### config.mk
export PLATFORM = sky130hd
export DESIGN_NAME = wdt_prescaled
export DESIGN_NICKNAME = d
export VERILOG_FILES = /design/src/rtl/wdt_pkg.sv /design/src/rtl/wdt_base_cnt.sv /design/src/rtl/wdt_scaler.sv /design/src/rtl/wdt_tout_ctrl.sv /design/src/rtl/wdt_prescaled.sv
export SDC_FILE = /design/constraint.sdc
export NUM_CORES = 1
export LEC_CHECK = 0
export CORE_UTILIZATION = 30
export CTS_CLUSTER_SIZE = 10
export DETAILED_ROUTE_END_ITERATION = 7
export PLACE_DENSITY = 0.52
export RECOVER_POWER = 100
export SLEW_MARGIN = 20
export SYNTH_ARGS = -nofsm -noshare
export SYNTH_HDL_FRONTEND = slang
export SYNTH_SLANG_ARGS = --single-unit
export TNS_END_PERCENT = 5
### constraint.sdc
create_clock -name clk -period 1.8 [get_ports clk]
set_input_delay 0.45 -clock clk [delete_from_list [all_inputs] [get_ports clk]]
set_output_delay 0.45 -clock clk [all_outputs]
set_load 0.02 [all_outputs]
### src/rtl/wdt_pkg.sv
package wdt_pkg;

   localparam int unsigned SEL_W = 3;

   typedef struct packed {
      logic             psa;
      logic [SEL_W-1:0] ps;
   } wdt_opt_t;

   typedef enum logic [1:0] {
      ACT_NONE  = 2'd0,
      ACT_RESET = 2'd1,
      ACT_WAKE  = 2'd2
   } wdt_act_e;

   localparam wdt_opt_t OPT_RESET_VAL = '{psa: 1'b1, ps: '1};

endpackage

### src/rtl/wdt_base_cnt.sv
module wdt_base_cnt #(
   parameter int unsigned BASE_TICKS = 256
) (
   input  logic clk,
   input  logic rst_n,
   input  logic tick_i,
   input  logic run_i,
   input  logic clear_i,
   output logic wrap_o
);
   localparam int unsigned CW = (BASE_TICKS < 2) ? 1 : $clog2(BASE_TICKS);
   localparam logic [CW-1:0] LAST = CW'(BASE_TICKS - 1);
   localparam bit POW2 = ((1 << CW) == BASE_TICKS);

   if (BASE_TICKS < 2) begin : g_bad_base
      $error("wdt_base_cnt: BASE_TICKS must be at least 2");
   end

   logic [CW-1:0] cnt_q;
   logic [CW-1:0] cnt_inc;
   logic          at_last;

   assign at_last = (cnt_q == LAST);
   assign wrap_o  = run_i & tick_i & at_last & ~clear_i;

   if (POW2) begin : g_wrap_natural
      assign cnt_inc = cnt_q + 1'b1;
   end else begin : g_wrap_compare
      assign cnt_inc = at_last ? '0 : cnt_q + 1'b1;
   end

   always_ff @(posedge clk or negedge rst_n) begin
      if (!rst_n) begin
         cnt_q <= '0;
      end else if (clear_i || !run_i) begin
         cnt_q <= '0;
      end else if (tick_i) begin
         cnt_q <= cnt_inc;
      end
   end

endmodule

### src/rtl/wdt_scaler.sv
module wdt_scaler #(
   parameter int unsigned SCALER_W = 8,
   parameter int unsigned SEL_W    = 3
) (
   input  logic             clk,
   input  logic             rst_n,
   input  logic             src_i,
   input  logic             clear_i,
   input  logic [SEL_W-1:0] sel_i,
   output logic             pulse_o
);
   localparam int unsigned TAPS = 1 << SEL_W;

   if (TAPS > SCALER_W) begin : g_bad_taps
      $error("wdt_scaler: select field reaches past the scaler width");
   end

   logic [SCALER_W-1:0] cnt_q;
   logic [SCALER_W-1:0] mask;

   for (genvar i = 0; i < SCALER_W; i++) begin : g_mask
      assign mask[i] = (int'(sel_i) > i);
   end

   assign pulse_o = src_i & ~clear_i & ((cnt_q & mask) == mask);

   always_ff @(posedge clk or negedge rst_n) begin
      if (!rst_n) begin
         cnt_q <= '0;
      end else if (clear_i) begin
         cnt_q <= '0;
      end else if (src_i) begin
         cnt_q <= cnt_q + 1'b1;
      end
   end

endmodule

### src/rtl/wdt_tout_ctrl.sv
module wdt_tout_ctrl
   import wdt_pkg::*;
(
   input  logic clk,
   input  logic rst_n,
   input  logic expire_i,
   input  logic en_i,
   input  logic clear_i,
   input  logic asleep_i,
   output logic rst_req_o,
   output logic wake_req_o,
   output logic to_n_o
);
   wdt_act_e act;
   logic     fire;

   assign fire = expire_i & en_i & ~clear_i;

   always_comb begin
      act = ACT_NONE;
      if (fire) begin
         act = asleep_i ? ACT_WAKE : ACT_RESET;
      end
   end

   always_ff @(posedge clk or negedge rst_n) begin
      if (!rst_n) begin
         rst_req_o  <= 1'b0;
         wake_req_o <= 1'b0;
         to_n_o     <= 1'b1;
      end else begin
         rst_req_o  <= (act == ACT_RESET);
         wake_req_o <= (act == ACT_WAKE);
         if (clear_i) begin
            to_n_o <= 1'b1;
         end else if (fire) begin
            to_n_o <= 1'b0;
         end
      end
   end

endmodule

### src/rtl/wdt_prescaled.sv
module wdt_prescaled
   import wdt_pkg::*;
#(
   parameter int unsigned BASE_TICKS = 256,
   parameter int unsigned SCALER_W   = 8
) (
   input  logic             clk,
   input  logic             rst_n,
   input  logic             wdt_tick_i,
   input  logic             tmr_tick_i,
   input  logic             cfg_wdt_en_i,
   input  logic             opt_psa_i,
   input  logic [SEL_W-1:0] opt_ps_i,
   input  logic             clrwdt_i,
   input  logic             sleep_i,
   input  logic             asleep_i,
   output logic             wdt_rst_req_o,
   output logic             wdt_wake_req_o,
   output logic             to_n_o,
   output logic             tmr_inc_o
);
   if (SCALER_W < (1 << SEL_W)) begin : g_bad_width
      $error("wdt_prescaled: SCALER_W too small for the select field");
   end

   wdt_opt_t opt_in;
   wdt_opt_t opt_q;
   logic     opt_chg;
   logic     kill;
   logic     base_wrap;
   logic     sc_src;
   logic     sc_clear;
   logic     sc_pulse;
   logic     expire;

   assign opt_in  = '{psa: opt_psa_i, ps: opt_ps_i};
   assign opt_chg = (opt_in != opt_q);
   assign kill    = clrwdt_i | sleep_i;

   always_ff @(posedge clk or negedge rst_n) begin
      if (!rst_n) begin
         opt_q <= OPT_RESET_VAL;
      end else begin
         opt_q <= opt_in;
      end
   end

   wdt_base_cnt #(
      .BASE_TICKS (BASE_TICKS)
   ) i_base (
      .clk     (clk),
      .rst_n   (rst_n),
      .tick_i  (wdt_tick_i),
      .run_i   (cfg_wdt_en_i),
      .clear_i (kill),
      .wrap_o  (base_wrap)
   );

   assign sc_src   = opt_q.psa ? base_wrap : tmr_tick_i;
   assign sc_clear = opt_chg | (kill & opt_q.psa);

   wdt_scaler #(
      .SCALER_W (SCALER_W),
      .SEL_W    (SEL_W)
   ) i_scaler (
      .clk     (clk),
      .rst_n   (rst_n),
      .src_i   (sc_src),
      .clear_i (sc_clear),
      .sel_i   (opt_q.ps),
      .pulse_o (sc_pulse)
   );

   assign expire    = opt_q.psa ? sc_pulse : base_wrap;
   assign tmr_inc_o = opt_q.psa ? tmr_tick_i : sc_pulse;

   wdt_tout_ctrl i_ctrl (
      .clk        (clk),
      .rst_n      (rst_n),
      .expire_i   (expire),
      .en_i       (cfg_wdt_en_i),
      .clear_i    (kill),
      .asleep_i   (asleep_i),
      .rst_req_o  (wdt_rst_req_o),
      .wake_req_o (wdt_wake_req_o),
      .to_n_o     (to_n_o)
   );

endmodule

==> results.sh, run 1 <==
export IMPL_grt_pass1_vias=942
export IMPL_ios=16
export IMPL_p_seq_share_pct=54.5
export IMPL_clkSlewWorstSetupHoldPaths_ps=80
export IMPL_gr_total_overflow=0
export IMPL_worstReg2RegEnd="i_ctrl.to_n_o$_DFFE_PN1P_"
export IMPL_cp_max_fo=4
export IMPL_violations="setup timing"
export IMPL_synth_async_reset_ratio_pct=100
export IMPL_finalSetupViolCount=11
export IMPL_placed_area_mm2=0.00150
export IMPL_gp_congestion=0.779
export IMPL_cp_top_family="compound AO/OA/AOI/OAI gates"
export IMPL_yosysUniqueCellTypes=30
export IMPL_track_usage_pct=13.7
export IMPL_finalCritPeriodShare_pct=117
export IMPL_antenna_found_initial=0
export IMPL_worstSetupPathType="flip-flop to primary output"
export IMPL_critPathArrivalTime_ps=1650
export IMPL_fp_dieW_um=62.7
export IMPL_wl_per_cell_um=12.0
export IMPL_syn_nets=123
export IMPL_syn_to_final_growth_pct=42.3
export IMPL_reg2reg_depth=7
export IMPL_root_buffer="clkbuf_8"
export IMPL_p_sw_uw=213
export IMPL_setup_tns_ps=-1360
export IMPL_synth_compound_area_share_pct=9.73
export IMPL_synth_xor_area_share_pct=11.9
export IMPL_dieArea_mm2=0.00393
export IMPL_max_stage_delay_ps=400
export IMPL_synth_ff_type="dfrtp_1"
export IMPL_power_density_mw_per_mm2=593
export IMPL_finalPower_uw=933
export IMPL_required_ps=1350
export IMPL_synthSimpleGateAreaFrac_pct=21.9
export IMPL_h_tree_depth=1
export IMPL_core_area_mm2=0.00344
export IMPL_ys_ff_latch=22
export IMPL_startpoint_type="flip-flop"
export IMPL_min_path_type="input port to flip-flop"
export IMPL_design_area_mm2=0.00157
export IMPL_row_count=21
export IMPL_synth_fa_ha_area_share_pct=2.26
export IMPL_worstSkewPairLatency_ps=260
export IMPL_worstPathCellList="nor2_1 > nor2_1 > o41ai_2 > a21oi_1 > nor2b_2 > buf_6"
export IMPL_slew_headroom_pct=62.4
export IMPL_syn_area_mm2=0.00111
export IMPL_cts_hold_buffers=0
export IMPL_power_leakage_uw=0.000697
export IMPL_slowest_stage="dfstp_2"
export IMPL_combPwrFrac_pct=11.3
export IMPL_vias=931
export IMPL_drive_gt1_share_pct=28.4
export IMPL_hold_violations=0
export IMPL_cts_num_sinks=22
export IMPL_p_clk_share_pct=34.1
export IMPL_crit_top_cell="nor2_1"
export IMPL_dr_first_iter_drc_count=29
export IMPL_cts_tree="built"
export IMPL_ys_seq_area_share_pct=50.3
export IMPL_critPathBufInv=1
export IMPL_dpl_cell_count=195
export IMPL_reg2reg_slack_ps=80
export IMPL_holdWs_ps=448
export IMPL_drt_pass1_iter_count=4
export IMPL_grt_max_degree=23
export IMPL_ys_warn_count=0
export IMPL_synth_edff_count=0
export IMPL_swShare_pct=22.8
export IMPL_grt_setup_unrepaired="yes"
export IMPL_die_h_um=62.7
export IMPL_clockBufferDepth=2
export IMPL_cp_depth=6
export IMPL_p_int_uw=720
export IMPL_status="finished, violations left"
export IMPL_yosys_top_cells_count="23 x nor2_1, 17 x dfrtp_1, 9 x xor2_1"
export IMPL_yosysTopAreaCellShare_pct=38.5
export IMPL_end_kind="primary output"
export IMPL_finClkSkew_ps=2.82
export IMPL_ys_top_cells_by_area="dfrtp_1 38%, dfstp_2 12%, nor2_1 7.8%, xor2_1 7.1%, xnor2_1 4.8%"
export IMPL_ir_drop_mv=0.298
export IMPL_synth_top_family_by_area="simple AND/OR/NAND/NOR gates"
export IMPL_drt_wl_total_um=2410
export IMPL_numCtsBuffers=3
export IMPL_maxSlewViolCount=0
export IMPL_drc=0
export IMPL_numPortBuffers=15
export IMPL_synth_mux_area_share_pct=1.81
export IMPL_yosys_area_top_type="dfrtp_1"
export IMPL_final_nets=170
export IMPL_instances_no_fill=201
export IMPL_syn_area_per_cell_um2=10.1
export IMPL_vias_per_cell=4.63
export IMPL_start_util_pct=32.1
export IMPL_worst_pin_slew_ps=564
export IMPL_fmax_mhz=476
export IMPL_synth_most_common_cell="nor2_1"
export IMPL_setup_ws_ps=-300
export IMPL_worstReg2RegStart="opt_q[1]$_DFF_PN1_"
export IMPL_postRouteAntennaNets=0
export IMPL_min_period_ps=2100
export IMPL_grt_first_pass_wirelength_um=4220
export IMPL_timing_max_cap_violations=0
export IMPL_syn_inst=109
export IMPL_dp_hpwl_um=1710
export IMPL_crit_path_start="opt_q[0]$_DFF_PN1_"
export IMPL_crit_path_end="tmr_inc_o"
export IMPL_antenna_cells=0
## state kept, by name (all words and copies together), names as in the netlist
name               flops
i_base.cnt_q           8
i_ctrl.rst_req_o       1
i_ctrl.to_n_o          1
i_ctrl.wake_req_o      1
i_scaler.cnt_q         7
opt_q                  4
## final cells by class
cell class              instances  area (um^2)
clock buffers                   4         45.0
inverters                       2         7.51
fillers                       342         1870
repair buffers                 44          354
well taps                      46         57.6
flip-flops and latches         22          557
multi-input cells              83          553
## metal layers
metal | GRT usage (%) | vias to the layer above | wire length [um]
met1 | 18.5 | 434 | 1230
met4 | 3.49 | 0 | 26
met2 | 22.8 | 24 | 1080
li1 | - | 469 | -
met3 | 2.19 | 4 | 77
met5 | 0 | - | 0
## layout by cell type (no fill, tap or decap), types with 2 or more instances in the layout
master            n
inv_1             2
xnor2_1           5
nand2_1           8
clkdlybuf4s50_1   3
a21oi_1           2
dlygate4sd3_1     4
clkbuf_4          4
nand2b_1          3
mux2i_1           2
xor2_1            9
o21ai_1           4
nor2_1           22
buf_4            23
dfrtp_1          17
nand4_1           3
o2111ai_1         2
clkbuf_1          2
ha_1              2
clkbuf_8          3
dfstp_2           5
nand3_1           2
o211ai_1          2
dlygate4sd2_1     7
## power by group through the flow
| stage | Clock, uW | Sequential [uW] | Combinational (uW) |
|---|---|---|---|
| global placement | 0 | 517 | 106 |
| CTS | 336 | 509 | 111 |
| global route | 355 | 510 | 116 |
| floorplan | 0 | 518 | 34.5 |
| finish | 318 | 509 | 106 |
| detailed placement | 0 | 518 | 106 |
## through the flow
step                setup slack [ps]  utilization, %
floorplan                       17.1               -
global placement                -916            43.7
detailed placement              -949            43.7
CTS                             -360            46.0
global route                    -427            45.7
finish                          -300            45.7
## kinds of logic after synthesis
group                    after synthesis
flip-flops                            22
buffers and inverters                  4
multiplexers                           2
AO/OA/AOI/OAI                         16
adder cells (fa/ha/maj)                2
AND/OR/NAND/NOR                       48
XOR/XNOR                              15
## how the worst min path moves through the flow
stage / from / endpoint / depth (start not counted) / slack [ps]
2_1_floorplan: rst_n / i_base.cnt_q[0]$_DFFE_PN0P_ / 0 / 150
3_3_place_gp: i_scaler.cnt_q[6]$_DFFE_PN0P_ / i_scaler.cnt_q[6]$_DFFE_PN0P_ / 2 / 520
3_5_place_dp: i_scaler.cnt_q[6]$_DFFE_PN0P_ / i_scaler.cnt_q[6]$_DFFE_PN0P_ / 2 / 550
4_1_cts: opt_ps_i[2] / opt_q[2]$_DFF_PN1_ / 1 / 440
5_1_grt: opt_ps_i[2] / opt_q[2]$_DFF_PN1_ / 1 / 450
6_report: opt_ps_i[2] / opt_q[2]$_DFF_PN1_ / 1 / 450
## what timing repair did
action,CTS,global route
pin swaps,7,4
gates resized for setup,21,3
buffers inserted,2,0
hold endpoints to repair,0,0
setup endpoints to repair,12,12
Power figures use the tool's default switching activity.
==> run 2, diff against run 1 <==
--- a/config.mk
+++ b/config.mk
@@ -5,6 +5,7 @@
 export SDC_FILE = /design/constraint.sdc
 export NUM_CORES = 1
 export LEC_CHECK = 0
+export CORE_ASPECT_RATIO = 1.2
 export CORE_UTILIZATION = 30
 export CTS_CLUSTER_SIZE = 10
 export DETAILED_ROUTE_END_ITERATION = 7
==> results.sh, run 2 (synthesized netlist as in run 1, its figures left out) <==
export IMPL_worstPathCellList="and4bb_2 > o211ai_1 > nor3_2 > a21oi_2 > nor2b_2 > buf_6"
export IMPL_h_tree_depth=1
export IMPL_postRouteAntennaNets=0
export IMPL_vias_per_cell=4.84
export IMPL_syn_to_final_growth_pct=39.3
export IMPL_ir_drop_mv=0.592
export IMPL_antenna_cells=0
export IMPL_ios=16
export IMPL_mostFrequentLayoutCell="nor2_1"
export IMPL_power_leakage_uw=0.000675
export IMPL_min_period_ps=2150
export IMPL_clockBufferDepth=2
export IMPL_finalSetupViolCount=11
export IMPL_core_area_mm2=0.00342
export IMPL_vias=909
export IMPL_end_kind="primary output"
export IMPL_row_count=23
export IMPL_grt_setup_unrepaired="yes"
export IMPL_drive_gt1_share_pct=27.2
export IMPL_numCtsBuffers=3
export IMPL_reg_top3="i_base.cnt_q x8, i_scaler.cnt_q x7, opt_q x4"
export IMPL_cts_tree="built"
export IMPL_worstSkewPairLatency_ps=260
export IMPL_antenna_found_initial=0
export IMPL_cp_max_fo=2
export IMPL_top_register="i_base.cnt_q"
export IMPL_numPortBuffers=15
export IMPL_root_buffer="clkbuf_8"
export IMPL_layout_common_cells="22 x nor2_1, 19 x buf_4, 17 x dfrtp_1, 9 x xor2_1, 8 x nand2_1"
export IMPL_setup_ws_ps=-353
export IMPL_slew_headroom_pct=62.9
export IMPL_max_stage_delay_ps=530
export IMPL_clkSlewWorstSetupHoldPaths_ps=80
export IMPL_startpoint_type="flip-flop"
export IMPL_maxSlewViolCount=0
export IMPL_utilization_pct=45.0
export IMPL_cts_num_sinks=22
export IMPL_finClkSkew_ps=1.94
export IMPL_worst_pin_slew_ps=556
export IMPL_grt_pass1_vias=929
export IMPL_timing_max_cap_violations=0
export IMPL_dp_hpwl_um=1850
export IMPL_final_nets=166
export IMPL_min_path_type="input port to flip-flop"
export IMPL_dieArea_mm2=0.00393
export IMPL_critPathArrivalTime_ps=1700
export IMPL_fmax_mhz=464
export IMPL_worstSetupPathType="flip-flop to primary output"
export IMPL_finalCritPeriodShare_pct=120
export IMPL_required_ps=1350
export IMPL_fp_dieW_um=57.4
export IMPL_num_fill_cells=323
export IMPL_drt_pass1_iter_count=6
export IMPL_violations="DRC, setup timing"
export IMPL_gp_congestion=0.812
export IMPL_slowest_stage="dfstp_2"
export IMPL_wl_per_cell_um=13.4
export IMPL_drt_wl_total_um=2520
export IMPL_finalPower_uw=932
export IMPL_grt_first_pass_wirelength_um=4110
export IMPL_hold_violations=0
export IMPL_largest_reg_flops=8
export IMPL_gr_total_overflow=0
export IMPL_track_usage_pct=14.1
export IMPL_power_density_mw_per_mm2=605
export IMPL_dr_first_iter_drc_count=19
export IMPL_drc=1
export IMPL_grt_max_degree=23
export IMPL_status="finished, violations left"
export IMPL_die_h_um=68.5
export IMPL_start_util_pct=32.3
run 2: changes by cell type in the layout (fill, tap and decap cells not counted), moves of 2 or more:
| cell | before | now |
|---|---|---|
| buf_4 | 23 | 19 |
| clkbuf_4 | 4 | 2 |
| o21ai_0 | 1 | 3 |
| o21ai_1 | 4 | 2 |
run 2: critical path: cells and delay by family, from the launching register on:
family | cells | cell delay [ps]
flops | 1 | 530
buf+inv | 1 | 120
compound gates | 2 | 200
simple gates | 3 | 590
run 2: per-layer routing:
layer | vias to the layer above | global-route usage [%] | routed length, um
met4 | 0 | 4.57 | 17
met3 | 2 | 4.29 | 89
met5 | - | 0 | 0
met1 | 434 | 15.8 | 1100
li1 | 458 | - | -
met2 | 15 | 25.6 | 1310
run 2: final timing paths:
check / startpoint / endpoint / slack (ps) / cells past startpoint
max: opt_q[3]$_DFF_PN1_ / tmr_inc_o / -350 / 6
min: opt_ps_i[2] / opt_q[2]$_DFF_PN1_ / 440 / 1
max reg2reg: i_base.cnt_q[1]$_DFFE_PN0P_ / i_scaler.cnt_q[3]$_DFFE_PN0P_ / 40 / 6
min reg2reg: i_base.cnt_q[7]$_DFFE_PN0P_ / i_base.cnt_q[7]$_DFFE_PN0P_ / 580 / 2
max in group asynchronous: rst_n / opt_q[0]$_DFF_PN1_ / 730 / 2
min in group asynchronous: rst_n / i_scaler.cnt_q[5]$_DFFE_PN0P_ / 690 / 2
run 2: final cells by class:
cell class / instances / area (um^2) / share of cell area [%]
inverter: 2 / 7.51 / 0.487
sequential: 22 / 557 / 36.1
clock buffer: 4 / 45.0 / 2.92
tap: 37 / 46.3 / 3.01
timing repair buffer: 40 / 318 / 20.6
multi-input combinational: 83 / 567 / 36.8
run 2: timing repair:
item | in CTS | in global routing
endpoints found under the hold margin | 0 | 0
pin swaps | 6 | 4
buffers inserted | 2 | 0
hold buffers | 0 | 0
endpoints found under the setup margin | 12 | 12
gates resized for setup | 20 | 5
run 2: stage by stage:
step                setup TNS [ps]  area, um^2  setup slack [ps]  std cells  hold slack [ps]
global placement             -6900        1460              -925        182              550
CTS                           -556        1540              -338        188              437
detailed placement           -7430        1460              -983        182              553
floorplan                        0        1110              17.1        109              154
finish                       -1510        1540              -353        188              441
global route                 -2490        1540              -428        188              433
run 2: report_power, final:
group	total, uW	leakage (uW)	internal, uW	switching (uW)
Combinational	106	0.000364	56.3	49.7
Clock	317	0.0000228	158	159
Sequential	509	0.000289	503	5.38
Total	932	0.000675	717	214
